--- config.mk ---
export PLATFORM = sky130hd
export DESIGN_NAME = irq_pend_store
export DESIGN_NICKNAME = d
export VERILOG_FILES = /design/src/rtl/irq_state_pkg.sv /design/src/rtl/irq_strobe_decode.sv /design/src/rtl/irq_edge_detect.sv /design/src/rtl/irq_src_tracker.sv /design/src/rtl/irq_pend_store.sv
export SDC_FILE = /design/constraint.sdc
export NUM_CORES = 1
export LEC_CHECK = 0
export BUFFER_PORTS_ARGS = -buffer_cell sky130_fd_sc_hd__clkbuf_2
export CAP_MARGIN = 20
export CORE_ASPECT_RATIO = 1.25
export CORE_MARGIN = 2
export CORE_UTILIZATION = 35
export CTS_CLUSTER_SIZE = 40
export DETAILED_ROUTE_END_ITERATION = 6
export PLACE_DENSITY = 0.6
export SLEW_MARGIN = 20
export SYNTH_ARGS = -nofsm -noshare
export SYNTH_HDL_FRONTEND = slang
export SYNTH_HIERARCHICAL = 1
export SYNTH_SLANG_ARGS = --single-unit
--- constraint.sdc ---
create_clock -name clk -period 1.7 [get_ports clk]
set_clock_uncertainty 0.2 [all_clocks]
set_input_delay 0.085 -clock clk [delete_from_list [all_inputs] [get_ports clk]]
set_output_delay 0.085 -clock clk [all_outputs]
set_load 0.01 [all_outputs]
--- src/rtl/irq_state_pkg.sv ---
package irq_state_pkg;

  // Lifecycle code: bit 1 = active, bit 0 = pending
  typedef enum logic [1:0] {
    ST_IDLE = 2'b00,
    ST_PEND = 2'b01,
    ST_ACT  = 2'b10,
    ST_BOTH = 2'b11
  } irq_state_e;

  typedef struct packed {
    logic act;
    logic pend;
    logic sw;     // software-held pending, level mode only
  } trk_bits_t;

  function automatic irq_state_e f_code(input trk_bits_t b);
    return irq_state_e'({b.act, b.pend});
  endfunction

  // Whether an acknowledge strobe is taken by the source
  function automatic logic f_ack_ok(input trk_bits_t cur, input logic hit,
                                    input logic enable);
    return hit & enable & cur.pend & ~cur.act;
  endfunction

  // Whether a deactivate strobe is taken by the source
  function automatic logic f_deact_ok(input trk_bits_t cur, input logic hit);
    return hit & cur.act;
  endfunction

  // One step of the per-source lifecycle
  function automatic trk_bits_t f_step(
    input trk_bits_t cur,
    input logic      is_edge,
    input logic      no_act,
    input logic      line,
    input logic      rise,
    input logic      ack_ok,
    input logic      deact_ok,
    input logic      set_p,
    input logic      clr_p
  );
    trk_bits_t nxt;
    nxt = cur;
    if (deact_ok)           nxt.act = 1'b0;
    if (ack_ok && !no_act)  nxt.act = 1'b1;
    if (is_edge) begin
      if (ack_ok) nxt.pend = 1'b0;
      if (rise)   nxt.pend = 1'b1;
      if (set_p)  nxt.pend = 1'b1;
      if (clr_p)  nxt.pend = 1'b0;
      nxt.sw = 1'b0;
    end else begin
      if (ack_ok) nxt.sw = 1'b0;
      if (set_p)  nxt.sw = 1'b1;
      if (clr_p)  nxt.sw = 1'b0;
      nxt.pend = line | nxt.sw;
    end
    return nxt;
  endfunction

endpackage

--- src/rtl/irq_strobe_decode.sv ---
module irq_strobe_decode #(
  parameter int NUM_SRC = 8,
  parameter int ID_W    = 3
) (
  input  logic               valid,
  input  logic [ID_W-1:0]    id,
  output logic [NUM_SRC-1:0] hit
);

  for (genvar i = 0; i < NUM_SRC; i++) begin : g_dec
    assign hit[i] = valid && (id == ID_W'(i));
  end

endmodule

--- src/rtl/irq_edge_detect.sv ---
module irq_edge_detect (
  input  logic clk,
  input  logic rst_n,
  input  logic line,
  output logic rise
);

  logic line_q;

  always_ff @(posedge clk or negedge rst_n) begin
    if (!rst_n) line_q <= 1'b0;
    else        line_q <= line;
  end

  assign rise = line & ~line_q;

endmodule

--- src/rtl/irq_src_tracker.sv ---
module irq_src_tracker
  import irq_state_pkg::*;
(
  input  logic       clk,
  input  logic       rst_n,
  input  logic       line,
  input  logic       enable,
  input  logic       is_edge,
  input  logic       no_act,
  input  logic       ack_hit,
  input  logic       deact_hit,
  input  logic       set_pend,
  input  logic       clr_pend,
  output logic       pend_out,
  output logic       act_out,
  output logic       edge_evt,
  output logic       ack_taken,
  output irq_state_e state
);

  trk_bits_t cur_q;
  trk_bits_t nxt;
  logic      deact_taken;

  irq_edge_detect u_edge (
    .clk   (clk),
    .rst_n (rst_n),
    .line  (line),
    .rise  (edge_evt)
  );

  assign ack_taken   = f_ack_ok(cur_q, ack_hit, enable);
  assign deact_taken = f_deact_ok(cur_q, deact_hit);

  always_comb begin
    nxt = f_step(cur_q, is_edge, no_act, line, edge_evt, ack_taken,
                 deact_taken, set_pend, clr_pend);
  end

  always_ff @(posedge clk or negedge rst_n) begin
    if (!rst_n) cur_q <= '0;
    else        cur_q <= nxt;
  end

  assign pend_out = cur_q.pend & enable;
  assign act_out  = cur_q.act;
  assign state    = f_code(cur_q);

endmodule

--- src/rtl/irq_pend_store.sv ---
module irq_pend_store
  import irq_state_pkg::*;
#(
  parameter int NUM_SRC = 8,
  parameter int ID_W    = (NUM_SRC > 1) ? $clog2(NUM_SRC) : 1
) (
  input  logic               clk,
  input  logic               rst_n,
  input  logic [NUM_SRC-1:0] src_line,
  input  logic [NUM_SRC-1:0] src_enable,
  input  logic [NUM_SRC-1:0] src_is_edge,
  input  logic [NUM_SRC-1:0] src_no_act,
  input  logic [NUM_SRC-1:0] sw_set,
  input  logic [NUM_SRC-1:0] sw_clr,
  input  logic               ack_valid,
  input  logic [ID_W-1:0]    ack_id,
  input  logic               deact_valid,
  input  logic [ID_W-1:0]    deact_id,
  output logic [NUM_SRC-1:0] pend_out,
  output logic [NUM_SRC-1:0] act_out
);

  // Named internal events, used by the bound checker
  logic [NUM_SRC-1:0] ack_hit;
  logic [NUM_SRC-1:0] deact_hit;
  logic [NUM_SRC-1:0] edge_evt;
  logic [NUM_SRC-1:0] ack_taken;
  irq_state_e         src_state [NUM_SRC];

  irq_strobe_decode #(.NUM_SRC(NUM_SRC), .ID_W(ID_W)) u_ack_dec (
    .valid (ack_valid),
    .id    (ack_id),
    .hit   (ack_hit)
  );

  irq_strobe_decode #(.NUM_SRC(NUM_SRC), .ID_W(ID_W)) u_deact_dec (
    .valid (deact_valid),
    .id    (deact_id),
    .hit   (deact_hit)
  );

  for (genvar i = 0; i < NUM_SRC; i++) begin : g_src
    irq_src_tracker u_trk (
      .clk       (clk),
      .rst_n     (rst_n),
      .line      (src_line[i]),
      .enable    (src_enable[i]),
      .is_edge   (src_is_edge[i]),
      .no_act    (src_no_act[i]),
      .ack_hit   (ack_hit[i]),
      .deact_hit (deact_hit[i]),
      .set_pend  (sw_set[i]),
      .clr_pend  (sw_clr[i]),
      .pend_out  (pend_out[i]),
      .act_out   (act_out[i]),
      .edge_evt  (edge_evt[i]),
      .ack_taken (ack_taken[i]),
      .state     (src_state[i])
    );
  end

endmodule

==> flow_metrics.tcl <==
set metrics [dict create \
    grt_pass1_wl_microns 7486 \
    endpoint_kind "flip-flop" \
    period_minus_slack_ns 1.665 \
    p_total_w 0.002026 \
    cts_inserted_buffers 5 \
    final_nets 352 \
    hold_viol 0 \
    critical_path.max_fanout 3 \
    timing.slew.headroom_pct 72.02 \
    hold_class "in -> reg" \
    slew_violations 0 \
    crit_type "reg -> reg" \
    grt_use_total_pct 16.99 \
    postRouteAntennaNets 0 \
    min_period_over_period_pct 97.97 \
    cp_cell_sequence "nand4b_4 -> a21oi_2 -> nor3_1 -> dlygate4sd3_1" \
    place_ws_ns 0.2895 \
    syn_area_sq_um 1804 \
    cts_sinks 32 \
    layout_setup_ws_ns 0.03451 \
    yosysWarnings 6 \
    max-vdd-ir-drop_mv 0.4981 \
    cts_buffer_depth 2 \
    syn2layout_area_growth_pct 64.91 \
    syn-num-nets 210 \
    viasPerCell 4.838 \
    slowest_stage "dlygate4sd3_1" \
    fin_cells 357 \
    maxCapViolCount 0 \
    p_leak_nw 1.616 \
    crit_family "buffers and inverters" \
    worst_pin_slew_ns 0.4198 \
    status "complete, no violations" \
    ios 74 \
    syn_area_per_cell_sq_um 11.87 \
    cts_tree "done" \
    die_area_sq_um 5749 \
    grt_max_degree 18 \
    slowest_delay_ns 0.56 \
    drt_iter0_drc 58 \
    clk_pin_slew_ns 0.07 \
    core-area_sq_um 5007 \
    max_freq_mhz 600.4 \
    wl_microns 4682 \
    die_w_microns 68.22 \
    start_util_pct 36.03 \
    path_buf_inv 1 \
    crit_arrival_ns 1.63 \
    powerDensity_nw_per_um2 680.8 \
    num_vias 1727 \
    syn_inst 152 \
    antenna_cells 0 \
    root_buffer "clkbuf_8" \
    grt_pass1_vias 1761 \
    critPathRequiredTime_ns 1.66 \
    drt_pass1_iterations 4 \
    dpl.cell_count 288 \
    io_buffer_count 73 \
    rows 29 \
    clk_latency_ns 0.28 \
    setup_viol 0 \
    antenna_found_initial 0 \
    crit_path_start_kind "flip-flop" \
    gp_congestion 0.7628 \
    dp_hpwl_microns 3158 \
    drc_errors 0 \
    cts_htree_levels 2 \
    die_h_microns 84.28 \
    layout-drive-gt1-share_pct 45.08 \
    overflow 0 \
    wl_per_cell_microns 13.11 \
]
layer usage:
metal / vias to the layer above / part of all wire (%) / global-route usage [%]
met4: 0 / 1.9 / 7.091
met2: 56 / 52 / 30.01
met1: 808 / 41 / 18.99
li1: 854 / - / -
met3: 9 / 5.1 / 3.753
met5: - / 0 / 0
layout make-up:
| class | instances | area, sq um |
|---|---|---|
| inverters | 24 | 90.09 |
| flip-flops and latches | 32 | 800.8 |
| well taps | 62 | 77.57 |
| multi-input cells | 96 | 943.4 |
| fillers | 430 | 2032 |
| repair buffers | 135 | 973.4 |
| clock buffers | 8 | 90.09 |
tightest hold or removal path: cells and delay by family:
family                 cells  cell delay [ns]
buffers and inverters      1             0.11
AO/OA/AOI/OAI              1             0.13
AND/OR/NAND/NOR            2             0.16
stage by stage:
| step | cell area (sq um) | TNS (ns) | util (%) | hold WS, ns |
|---|---|---|---|---|
| floorplan | 1804 | 0 | - | -0.4106 |
| global placement | 2255 | 0 | 45.03 | -0.1577 |
| detailed placement | 2255 | 0 | 45.03 | -0.1546 |
| CTS | 2915 | 0 | 58.22 | 0.08946 |
| global route | 2975 | -0.01122 | 59.42 | 0.07929 |
| finish | 2975 | 0 | 59.42 | 0.04873 |
final timing paths:
path,slack (ns),from,to,cells past startpoint
max,0.03,g_src[1].u_trk/act_out,g_src[1].u_trk/cur_q[0],4
min,0.05,src_enable[4],g_src[4].u_trk/cur_q[0],4
max reg2reg,0.03,g_src[1].u_trk/act_out,g_src[1].u_trk/cur_q[0],4
min reg2reg,0.41,g_src[4].u_trk/cur_q[0],g_src[4].u_trk/cur_q[0],2
max in group asynchronous,0.65,rst_n,g_src[4].u_trk/state[0],3
min in group asynchronous,0.07,rst_n,g_src[6].u_trk/u_edge/line_q,2
state kept, by name, summed over array words and instances, names as in the netlist:
signal	flops
g_src.u_trk/act_out	8
g_src.u_trk/cur_q	8
g_src.u_trk/state	8
g_src.u_trk/u_edge/line_q	8
cell usage in the layout (no fill, tap or decap), drive strengths merged:
master         n
a21oi         16
and2           8
and4           2
and4b          6
and4bb         6
buf            6
clkbuf        81
dfrtp         32
dlygate4sd3   55
dlymetal6s4s   1
inv           24
mux2i          8
nand4b         8
nor2b          8
nor3           8
nor4b          2
o221ai         8
o22ai          8
or3            8
timing repair:
action | 4_1_cts | 5_1_grt
hold buffers | 57 | 0
setup buffers | 0 | 5
resized for setup | 0 | 9
hold endpoints to repair | 64 | 0
endpoints found under the setup margin | 0 | 8
where the power goes:
group	leakage (nW)	internal (W)	total (W)	switching, W
clock network	0.0455	0.000330	0.000595	0.000265
logic	1.17	0.000327	0.000533	0.000206
registers	0.396	0.000833	0.000898	0.0000653
total	1.62	0.00149	0.00203	0.000536
Note: power is estimated with default switching activity, not from simulation.
